**src/rtl/spi_par_pkg.sv**
```systemverilog
package spi_par_pkg;

  typedef enum logic [1:0] {
    ST_IDLE  = 2'd0,
    ST_SHIFT = 2'd1,
    ST_TRAIL = 2'd2
  } seqState_t;

  // strobes from sequencer to datapath
  typedef struct packed {
    logic load;
    logic sclkEdge;
    logic sample;
    logic shift;
    logic finish;
  } seqStrobe_t;

endpackage

```
**src/rtl/spi_par_seq.sv**
```systemverilog
module spi_par_seq
  import spi_par_pkg::*;
#(
  parameter int LEN_W = 5,
  parameter int DIV_W = 8
) (
  input  logic             clk,
  input  logic             rstN,
  input  logic             txWrite,
  input  logic [LEN_W-1:0] cfgLen,
  input  logic             cfgParEn,
  input  logic             cfgCpol,
  input  logic             cfgCpha,
  input  logic [DIV_W-1:0] cfgDiv,
  output seqStrobe_t       strb,
  output logic             sclk,
  output logic             csN,
  output logic             busy
);

  localparam int CNT_W = LEN_W + 2;

  seqState_t        state;
  logic [DIV_W-1:0] divCnt;
  logic [DIV_W-1:0] divQ;
  logic [CNT_W-1:0] edgeCnt;
  logic [CNT_W-1:0] edgeTotal;
  logic [CNT_W-1:0] edgeNum;
  logic             cphaQ;
  logic             cpolQ;
  logic             sclkR;
  logic             tick;

  assign tick    = (divCnt == divQ);
  assign edgeNum = edgeCnt + 1'b1;

  always_comb begin
    strb          = '0;
    strb.load     = (state == ST_IDLE) && txWrite;
    strb.sclkEdge = (state == ST_SHIFT) && tick;
    strb.sample   = strb.sclkEdge && (edgeNum[0] != cphaQ);
    strb.shift    = strb.sclkEdge && (edgeNum[0] == cphaQ) && (edgeNum != edgeTotal);
    strb.finish   = (state == ST_TRAIL) && tick;
  end

  always_ff @(posedge clk or negedge rstN) begin
    if (!rstN) begin
      state     <= ST_IDLE;
      divCnt    <= '0;
      divQ      <= '0;
      edgeCnt   <= '0;
      edgeTotal <= '0;
      cphaQ     <= 1'b0;
      cpolQ     <= 1'b0;
      sclkR     <= 1'b0;
    end else begin
      case (state)
        ST_IDLE: begin
          sclkR <= cfgCpol;
          if (txWrite) begin
            state     <= ST_SHIFT;
            divCnt    <= '0;
            edgeCnt   <= '0;
            divQ      <= cfgDiv;
            cphaQ     <= cfgCpha;
            cpolQ     <= cfgCpol;
            edgeTotal <= {(CNT_W-LEN_W-1)'(0), cfgLen, 1'b0} + {(CNT_W-2)'(0), cfgParEn, 1'b0};
          end
        end
        ST_SHIFT: begin
          if (tick) begin
            divCnt  <= '0;
            sclkR   <= ~sclkR;
            edgeCnt <= edgeNum;
            if (edgeNum == edgeTotal) state <= ST_TRAIL;
          end else begin
            divCnt <= divCnt + 1'b1;
          end
        end
        ST_TRAIL: begin
          if (tick) begin
            divCnt <= '0;
            state  <= ST_IDLE;
          end else begin
            divCnt <= divCnt + 1'b1;
          end
        end
        default: state <= ST_IDLE;
      endcase
    end
  end

  assign busy = (state != ST_IDLE);
  assign csN  = ~busy;
  assign sclk = busy ? sclkR : cfgCpol;

  // frame ends after exactly two edges per bit
  a_r1_edge_total: assert property (@(posedge clk) disable iff (!rstN)
    strb.finish |-> (edgeCnt == edgeTotal));

  // clock rests at the latched idle level at frame end
  a_r8_sclk_rests: assert property (@(posedge clk) disable iff (!rstN)
    strb.finish |-> (sclkR == cpolQ));

  // a write during a frame does not end it
  a_r2_write_ignored: assert property (@(posedge clk) disable iff (!rstN)
    (busy && txWrite && !strb.finish) |=> busy);

  // no clock edge outside an active select
  a_r10_edge_in_select: assert property (@(posedge clk) disable iff (!rstN)
    strb.sclkEdge |-> !csN);

endmodule

```
**src/rtl/spi_par_dp.sv**
```systemverilog
module spi_par_dp
  import spi_par_pkg::*;
#(
  parameter int MAX_LEN = 16,
  parameter int LEN_W   = 5
) (
  input  logic               clk,
  input  logic               rstN,
  input  seqStrobe_t         strb,
  input  logic [MAX_LEN-1:0] txData,
  input  logic [LEN_W-1:0]   cfgLen,
  input  logic               cfgLsbFirst,
  input  logic               cfgParEn,
  input  logic               cfgParOdd,
  input  logic               cfgCpha,
  input  logic               miso,
  input  logic               parErrClr,
  output logic               mosi,
  output logic [MAX_LEN-1:0] rxData,
  output logic               rxValid,
  output logic               parErr
);

  localparam int FRAME_W = MAX_LEN + 1;
  localparam int SREG_W  = FRAME_W + 1;
  localparam int IDX_W   = $clog2(MAX_LEN);

  logic [FRAME_W-1:0] txFrame;
  logic               txPar;
  logic [SREG_W-1:0]  txSh;
  logic [FRAME_W-1:0] rxSeq;
  logic [LEN_W-1:0]   sampCnt;
  logic [LEN_W-1:0]   lenQ;
  logic               lsbQ;
  logic               parEnQ;
  logic               parOddQ;
  logic [MAX_LEN-1:0] rxWord;
  logic               rxParExp;

  // transmit frame: element k is the k-th bit on the wire
  always_comb begin
    txPar   = cfgParOdd;
    txFrame = '0;
    for (int k = 0; k < MAX_LEN; k++) begin
      if (k < int'(cfgLen)) txPar = txPar ^ txData[k];
    end
    for (int k = 0; k < FRAME_W; k++) begin
      int srcIdx;
      srcIdx = int'(cfgLen) - 1 - k;
      if (k < int'(cfgLen)) begin
        txFrame[k] = cfgLsbFirst ? txData[IDX_W'(k)] : txData[IDX_W'(srcIdx)];
      end else if ((k == int'(cfgLen)) && cfgParEn) begin
        txFrame[k] = txPar;
      end
    end
  end

  // receive reconstruction from arrival order
  always_comb begin
    rxWord   = '0;
    for (int k = 0; k < MAX_LEN; k++) begin
      int srcIdx;
      srcIdx = int'(lenQ) - 1 - k;
      if (k < int'(lenQ)) begin
        rxWord[k] = lsbQ ? rxSeq[k] : rxSeq[LEN_W'(srcIdx)];
      end
    end
    rxParExp = parOddQ ^ (^rxWord);
  end

  always_ff @(posedge clk or negedge rstN) begin
    if (!rstN) begin
      txSh    <= '0;
      rxSeq   <= '0;
      sampCnt <= '0;
      lenQ    <= '0;
      lsbQ    <= 1'b0;
      parEnQ  <= 1'b0;
      parOddQ <= 1'b0;
      rxData  <= '0;
      rxValid <= 1'b0;
      parErr  <= 1'b0;
    end else begin
      rxValid <= 1'b0;
      if (strb.load) begin
        txSh    <= cfgCpha ? {txFrame, 1'b0} : {1'b0, txFrame};
        sampCnt <= '0;
        rxSeq   <= '0;
        lenQ    <= cfgLen;
        lsbQ    <= cfgLsbFirst;
        parEnQ  <= cfgParEn;
        parOddQ <= cfgParOdd;
      end
      if (strb.shift) txSh <= txSh >> 1;
      if (strb.sample) begin
        rxSeq[sampCnt] <= miso;
        sampCnt        <= sampCnt + 1'b1;
      end
      if (strb.finish) begin
        rxData  <= rxWord;
        rxValid <= 1'b1;
      end
      if (strb.finish && parEnQ && (rxSeq[lenQ] != rxParExp)) begin
        parErr <= 1'b1;
      end else if (parErrClr) begin
        parErr <= 1'b0;
      end
    end
  end

  assign mosi = txSh[0];

  // valid only once every frame bit has been sampled
  a_r7_full_frame: assert property (@(posedge clk) disable iff (!rstN)
    rxValid |-> (sampCnt == (lenQ + LEN_W'(parEnQ))));

  // error flag holds without a clear
  a_r6_sticky: assert property (@(posedge clk) disable iff (!rstN)
    (parErr && !parErrClr) |=> parErr);

  // flag rises only at the end of a parity frame
  a_r6_rise_at_end: assert property (@(posedge clk) disable iff (!rstN)
    $rose(parErr) |-> ($past(strb.finish) && parEnQ));

endmodule

```
**src/rtl/spi_par_ctrl.sv**
```systemverilog
module spi_par_ctrl
  import spi_par_pkg::*;
#(
  parameter int MAX_LEN = 16,
  parameter int DIV_W   = 8,
  localparam int LEN_W  = $clog2(MAX_LEN + 1)
) (
  input  logic               clk,
  input  logic               rstN,
  input  logic [LEN_W-1:0]   cfgLen,
  input  logic               cfgLsbFirst,
  input  logic               cfgParEn,
  input  logic               cfgParOdd,
  input  logic               cfgCpol,
  input  logic               cfgCpha,
  input  logic [DIV_W-1:0]   cfgDiv,
  input  logic               txWrite,
  input  logic [MAX_LEN-1:0] txData,
  input  logic               parErrClr,
  input  logic               miso,
  output logic               sclk,
  output logic               mosi,
  output logic               csN,
  output logic               busy,
  output logic [MAX_LEN-1:0] rxData,
  output logic               rxValid,
  output logic               parErr
);

  seqStrobe_t strb;

  spi_par_seq #(.LEN_W(LEN_W), .DIV_W(DIV_W)) seq_i (
    .clk     (clk),
    .rstN    (rstN),
    .txWrite (txWrite),
    .cfgLen  (cfgLen),
    .cfgParEn(cfgParEn),
    .cfgCpol (cfgCpol),
    .cfgCpha (cfgCpha),
    .cfgDiv  (cfgDiv),
    .strb    (strb),
    .sclk    (sclk),
    .csN     (csN),
    .busy    (busy)
  );

  spi_par_dp #(.MAX_LEN(MAX_LEN), .LEN_W(LEN_W)) dp_i (
    .clk        (clk),
    .rstN       (rstN),
    .strb       (strb),
    .txData     (txData),
    .cfgLen     (cfgLen),
    .cfgLsbFirst(cfgLsbFirst),
    .cfgParEn   (cfgParEn),
    .cfgParOdd  (cfgParOdd),
    .cfgCpha    (cfgCpha),
    .miso       (miso),
    .parErrClr  (parErrClr),
    .mosi       (mosi),
    .rxData     (rxData),
    .rxValid    (rxValid),
    .parErr     (parErr)
  );

endmodule

```
**config.mk**
```make
export PLATFORM = sky130hd
export DESIGN_NAME = spi_par_ctrl
export DESIGN_NICKNAME = d
export VERILOG_FILES = /design/src/rtl/spi_par_pkg.sv /design/src/rtl/spi_par_seq.sv /design/src/rtl/spi_par_dp.sv /design/src/rtl/spi_par_ctrl.sv
export SDC_FILE = /design/constraint.sdc
export NUM_CORES = 1
export LEC_CHECK = 0
export ABC_AREA = 1
export ABC_CLOCK_PERIOD_IN_PS = 4040
export BUFFER_PORTS_ARGS = -buffer_cell sky130_fd_sc_hd__buf_4
export CORE_ASPECT_RATIO = 0.75
export CORE_MARGIN = 4
export CORE_UTILIZATION = 63
export CTS_CLUSTER_DIAMETER = 120
export DETAILED_ROUTE_END_ITERATION = 8
export PLACE_DENSITY = 0.83
export SLEW_MARGIN = 30
export SYNTH_ARGS = -nofsm -noshare
export SYNTH_HDL_FRONTEND = slang
export SYNTH_SLANG_ARGS = --single-unit
```
**constraint.sdc**
```tcl
create_clock -name clk -period 4.04 [get_ports clk]
set_clock_uncertainty 0.05 [all_clocks]
set_input_delay 0.202 -clock clk [delete_from_list [all_inputs] [get_ports clk]]
set_output_delay 0.202 -clock clk [all_outputs]
set_load 0.01 [all_outputs]
```
# After elaboration in Yosys (flattened, before gate mapping)
# Index checks and enable logic that the tools add are counted.
# totals
out_inout_bits	22
inputBits	39
wordCells	438
regBits	100
# op_classes
add_sub_neg	37
eq_ne	28
order_cmp	69
n_mux	227
bitwise	19
n_reduce_logical	41
# op_table
cell	count
$mux W1	172
$lt A5 B7 Y1 const B	16
$lt A4 B6 Y1 const B	17
$bmux W1 S5	17
$lt A4 B5 Y1 const A	16
$bmux W1 S4	17
$mux W18	3
$eq A5 B5 Y1 const A	9
$lt A3 B5 Y1 const A	8
$sub A5 B5 Y5 const B	8
$mux W17	2
$sub A4 B4 Y4 const B	8
$logic_and A1 B1 Y1	26
$eq A4 B5 Y1 const A	4
$lt A1 B5 Y1 const A	4
$lt A2 B5 Y1 const A	4
$sub A5 B4 Y5 const B	4
$bwmux W17	1
$xor A1 B1 Y1	17
$mux W8	2
$pmux W8 S2	1
$reduce_xor A16 Y1	1
$sub A4 B3 Y4 const B	4
$mux W7	2
37 further kinds	58

# Logic depth before layout (Yosys ltp)
# depth
depth_word	37
mapped_depth	31
ltp_nobuf	27

# By module
# A second synthesis with hierarchy kept.
# hier_totals
cells_unflattened	1554
area_unflattened_um2	9359.0
# modules_own_cells
module	cells_each	seq_area_each_um2	area_each_um2	instances
spi_par_dp	1284	1651.6	7330.8	1
spi_par_seq	270	825.8	2028.2	1

# Least setup slack after synthesis
# OpenSTA, ideal clock, no wires.
# synth_timing
path_type	reg2reg
from	register dp_i.lenQ[0]
to	register dp_i.parErr
setup_time_ns	0.116
n_path_buf	3
stages_incl_launch_ff	31
slack_ns	0.625
synth_period_minus_slack_ns	3.415
arrival_ns	3.249
t_required_ns	3.874
path_cell_list	dfrtp_1 buf_6 inv_4 buf_2 ha_1 buf_4 xor2_1 ha_1 inv_1 nor2_1 inv_1 nand2_1 nand2_1 inv_1 nand2_1 nand3_1 nand2_1 nand2_1 nand2_1 nand2_1 nand2_1 nand2_1 nand2_1 nand2_1 nand2_1 nand2_1 nand2_1 nand2_1 nand2_1 nand2_1 nand2_1
# synth_via
elab_chain_len	12
word_cells_on_any_way	120
classes_between	add/sub (16); order compare (16); eq/ne (1); mux (83); bitwise (1); reduce/logical (3)
# synth_rtl
element	line	source
start: declaration	spi_par_dp.sv:33	logic [LEN_W-1:0] lenQ;
start signal: assignment	spi_par_dp.sv:89	lenQ <= cfgLen;
$sub A5 B1 Y5	spi_par_dp.sv:63	srcIdx = int'(lenQ) - 1 - k;
$sub A5 B2 Y5, or another cell as far along	spi_par_dp.sv:63	
$bmux W1 S5	spi_par_dp.sv:65	rxWord[k] = lsbQ ? rxSeq[k] : rxSeq[LEN_W'(srcIdx)];
$mux W1 (not written as such) (2 in a row)	spi_par_dp.sv:65	
$mux W1	spi_par_dp.sv:65	
$mux W1	spi_par_dp.sv:64	if (k < int'(lenQ)) begin
$reduce_xor A16 Y1	spi_par_dp.sv:68	rxParExp = parOddQ ^ (^rxWord);
$xor A1 B1 Y1	spi_par_dp.sv:68	
$ne A1 B1 Y1 (*)	spi_par_dp.sv:103	if (strb.finish && parEnQ && (rxSeq[lenQ] != rxParExp)) begin
$logic_and A1 B1 Y1 (*)	spi_par_dp.sv:103	
$mux W1 / $reduce_bool A2 Y1 (equally long branches)	--	
end signal: assignment	spi_par_dp.sv:82	parErr <= 1'b0;
end signal: assignment	spi_par_dp.sv:104	parErr <= 1'b1;
end signal: assignment	spi_par_dp.sv:106	parErr <= 1'b0;
end: declaration	spi_par_dp.sv:21	output logic parErr
# Every way passes the cells marked *; elsewhere a longest branch is shown, timed or not. The select of a mux whose other input is x is not followed.
# A chain may end at the register's enable or synchronous reset.

# Final worst setup path
# layout_timing
from	register dp_i.lenQ[1]
to	register dp_i.parErr
# The elaborated chain is that of the path after synthesis.

==> impl_metrics.py <==
metrics = {
    "logic_synthesis": {
        "synth_edf_count": 0,
        "synth-warning-count": 0,
        "synthesis.nets": 1587,
        "syn_area_sq_um": 9250,
        "synth_cells": 1506,
        "ys_ff_latch": 99,
        "ys_seq_area_share_pct": 26.8,
        "synth_flop_cell": "dfrtp_1",
        "synthArstFlopShare_pct": 100,
        "yosysUniqueCellTypes": 50,
        "syn_area_per_cell_sq_um": 6.14,
    },
    "routing": {
        "drt-initial-drc-count": 1058,
        "vias": 9858,
        "wirelength_mm": 27.0,
        "vias_per_cell": 5.64,
        "wl_per_cell_um": 15.4,
        "drc": 6,
        "postRouteAntennaNets": 0,
        "first_pass_iters": 9,
    },
    "setup_path": {
        "timing.rr.start": "dp_i.lenQ[1]",
        "crit_arrival_ns": 3.89,
        "cp_cell_sequence": "inv_2 -> ha_1 -> buf_4 -> xor2_1 -> buf_4 -> ha_1 -> a21oi_1 -> inv_1 -> nand2_1 -> nand2_1 -> nand3_1 -> nand3_1 -> a21oi_2 -> nand3_1 -> nand2_1 -> nand3_1 -> nand2_1 -> nand2_1 -> nand2_1 -> inv_1 -> nand2_1 -> nand2_1 -> nand2_1 -> nand2_1",
        "path_max_fanout": 11,
        "cp.required_ns": 4.25,
        "critPathCaptureType": "register",
        "cpLargestDelayFamily": "simple AND/OR/NAND/NOR gates",
        "cp-start-kind": "register",
        "slowest_stage": "dfrtp_1",
        "crit_path_max_incr_delay_ns": 0.51,
        "cp_num_buf_inv": 5,
        "r2r_cells": 24,
        "path_class": "reg -> reg",
        "reg2reg_slack_ns": 0.36,
        "r2r_end": "dp_i.parErr",
        "critPathMostFrequentCell": "nand2_1",
    },
    "global_routing": {
        "grt_antenna_before_repair": 0,
        "grt_max_degree": 64,
        "grt_use_met3_pct": 7.41,
        "grt_pass1_wl_mm": 44.5,
        "grt_util_met2_pct": 47.9,
        "overflow": 0,
        "grt_busiest_layer": "met1",
        "gr-usage-met1_pct": 50.7,
        "grt.total_usage_pct": 32.9,
        "grt_pass1_vias": 8849,
    },
    "finish": {
        "drive_gt1_share_pct": 7.88,
        "nNetsFinal": 1624,
        "antennaDiodeCount": 0,
        "final_common_cell": "nand2_1",
        "area_growth_pct": 9.42,
        "final_cell_mix": "nand2_1 (539), inv_1 (176), nand3_1 (150)",
        "stdcell_area_sq_um": 10100,
    },
    "power": {
        "ir_drop_v": 0.000456,
        "powerDensity_nw_per_um2": 813,
        "p_leak_nw": 5.31,
        "total_power_mw": 8.23,
    },
    "clock_network": {
        "cts_tree": "done",
        "clockBufferDepth": 2,
        "cts.sinks": 99,
        "root_buffer": "clkbuf_16",
        "insertion_delay_ns": 0.36,
        "numCtsBuffers": 9,
        "cts_setup_buffers": 0,
        "h-tree-depth": 3,
        "clk_pin_slew_ns": 0.08,
    },
    "timing": {
        "setup_viol": 0,
        "slew_headroom_pct": 39.2,
        "fmax_mhz": 272,
        "fin_hold_ws_ns": 0.0225,
        "finalSetupTns_ns": 0,
        "slew_viol_final": 0,
        "rsz0062_at_grt": "no",
        "finalCritPeriodShare_pct": 91.1,
        "min_period_ns": 3.68,
        "hold_violations": 0,
        "worst_pin_slew_ns": 0.906,
    },
    "floorplan": {
        "ios": 61,
        "die_w_um": 148,
        "die_area_sq_um": 16700,
        "fp-row-count": 38,
        "core-area_sq_um": 14400,
        "die_h_um": 113,
        "initial_core_util_pct": 64.2,
    },
    "placed_design": {
        "gp_congestion": 1.02,
        "io_buffers": 60,
        "post_dp_cell_area_sq_um": 9740,
        "dp_hpwl_mm": 20.7,
    },
    "run": {
        "drv_cap": 0,
    },
    "outcome": {
        "outcome": "finished, violations left",
        "violations": "design-rule violations",
    },
    "hold_path": {
        "hp-class": "in -> reg",
        "min_from": "cfgDiv[2]",
        "min_path_cells": 3,
        "holdPathEnd": "seq_i.divQ[2]",
    },
}
[what timing repair did]
item / 4_1_cts / 5_1_grt
endpoints found under the setup margin: 0 / 1
hold buffers: 7 / 0
resized for setup: 0 / 1
endpoints found under the hold margin: 68 / 0
[cell type report]
| type | count | area (sq um) |
|---|---|---|
| Inverter | 186 | 703 |
| Timing Repair Buffer | 77 | 596 |
| Fill cell | 1293 | 4290 |
| Sequential cell | 99 | 2480 |
| Clock inverter | 7 | 80.1 |
| Multi-Input combinational cell | 1170 | 5790 |
| Tap cell | 200 | 250 |
| Clock buffer | 9 | 225 |
[cell families after synthesis]
| logic type | after synthesis | synth area share, % |
|---|---|---|
| multiplexers | 2 | 0.217 |
| AO/OA/AOI/OAI | 238 | 13.9 |
| flip-flops | 99 | 26.8 |
| XOR/XNOR | 44 | 4.33 |
| AND/OR/NAND/NOR | 844 | 38.4 |
| buffers and inverters | 237 | 10.6 |
| adder cells (fa/ha/maj) | 42 | 5.68 |
[flip-flops by register name, indices dropped and copies added (netlist names)]
signal           flops
dp_i.rxData         16
dp_i.rxValid         1
dp_i.lsbQ            1
dp_i.txSh           18
dp_i.rxSeq          17
dp_i.lenQ            5
dp_i.sampCnt         5
seq_i.cphaQ          1
seq_i.divCnt         8
dp_i.parOddQ         1
seq_i.state          2
seq_i.divQ           8
seq_i.edgeTotal      6
seq_i.sclkR          1
seq_i.edgeCnt        7
dp_i.parErr          1
dp_i.parEnQ          1
[metal layers]
metal / part of all wire (%) / up-vias
li1: - / 4914
met1: 46 / 4473
met2: 41 / 438
met3: 12 / 33
met4: 1.2 / 0
met5: 0 / -
[cell usage after synthesis, drive strengths merged (2+ instances only)]
cell,instances,share of area [%]
a21oi,55,3.0
dfrtp,99,27
nand3b,7,0.57
o31ai,2,0.16
buf,30,2.2
o21ai,139,7.5
a22oi,2,0.16
xor2,29,2.9
nor4,2,0.20
mux2i,2,0.22
o211ai,9,0.73
xnor2,15,1.4
nor2,97,4.3
a32o,2,0.22
nor3,18,1.0
o22ai,21,1.4
and3,2,0.14
ha,42,5.7
clkbuf,21,0.87
nand3,153,8.4
inv,186,7.6
nand2,546,22
nand4,13,0.88
or2,5,0.34
a211oi,2,0.16
[worst max-delay path by stage]
stage,slack [ns],start,endpoint,cells past startpoint
floorplan,0.63,dp_i.lenQ[0],dp_i.parErr,30
global route,0.08,dp_i.lenQ[1],dp_i.parErr,25
finish,0.36,dp_i.lenQ[1],dp_i.parErr,24
global placement,0.51,dp_i.lenQ[1],dp_i.parErr,26
CTS,0.41,dp_i.lenQ[1],dp_i.parErr,26
detailed placement,0.44,dp_i.lenQ[1],dp_i.parErr,26
[per-stage QoR]
step           setup WS (ns)  cells  util (%)
6_report               0.360   1748      70.2
5_1_grt               0.0837   1748      70.2
4_1_cts                0.407   1748      70.2
3_5_place_dp           0.436   1725      67.6
3_3_place_gp           0.507   1725      67.6
2_1_floorplan          0.625   1506         -
[report_power, final]
part	internal (mW)	total, mW	leakage (nW)	switching, mW
Sequential	1.25	1.43	1.31	0.172
Clock	0.439	0.866	0.145	0.427
Combinational	1.87	5.93	3.85	4.06
Total	3.57	8.23	5.31	4.66
[worst min-delay path: cells and delay by family]
family          cells  cell delay (ns)
buf+inv             1             0.09
compound gates      1             0.06
simple gates        1             0.05
Power figures use the tool's default switching activity.
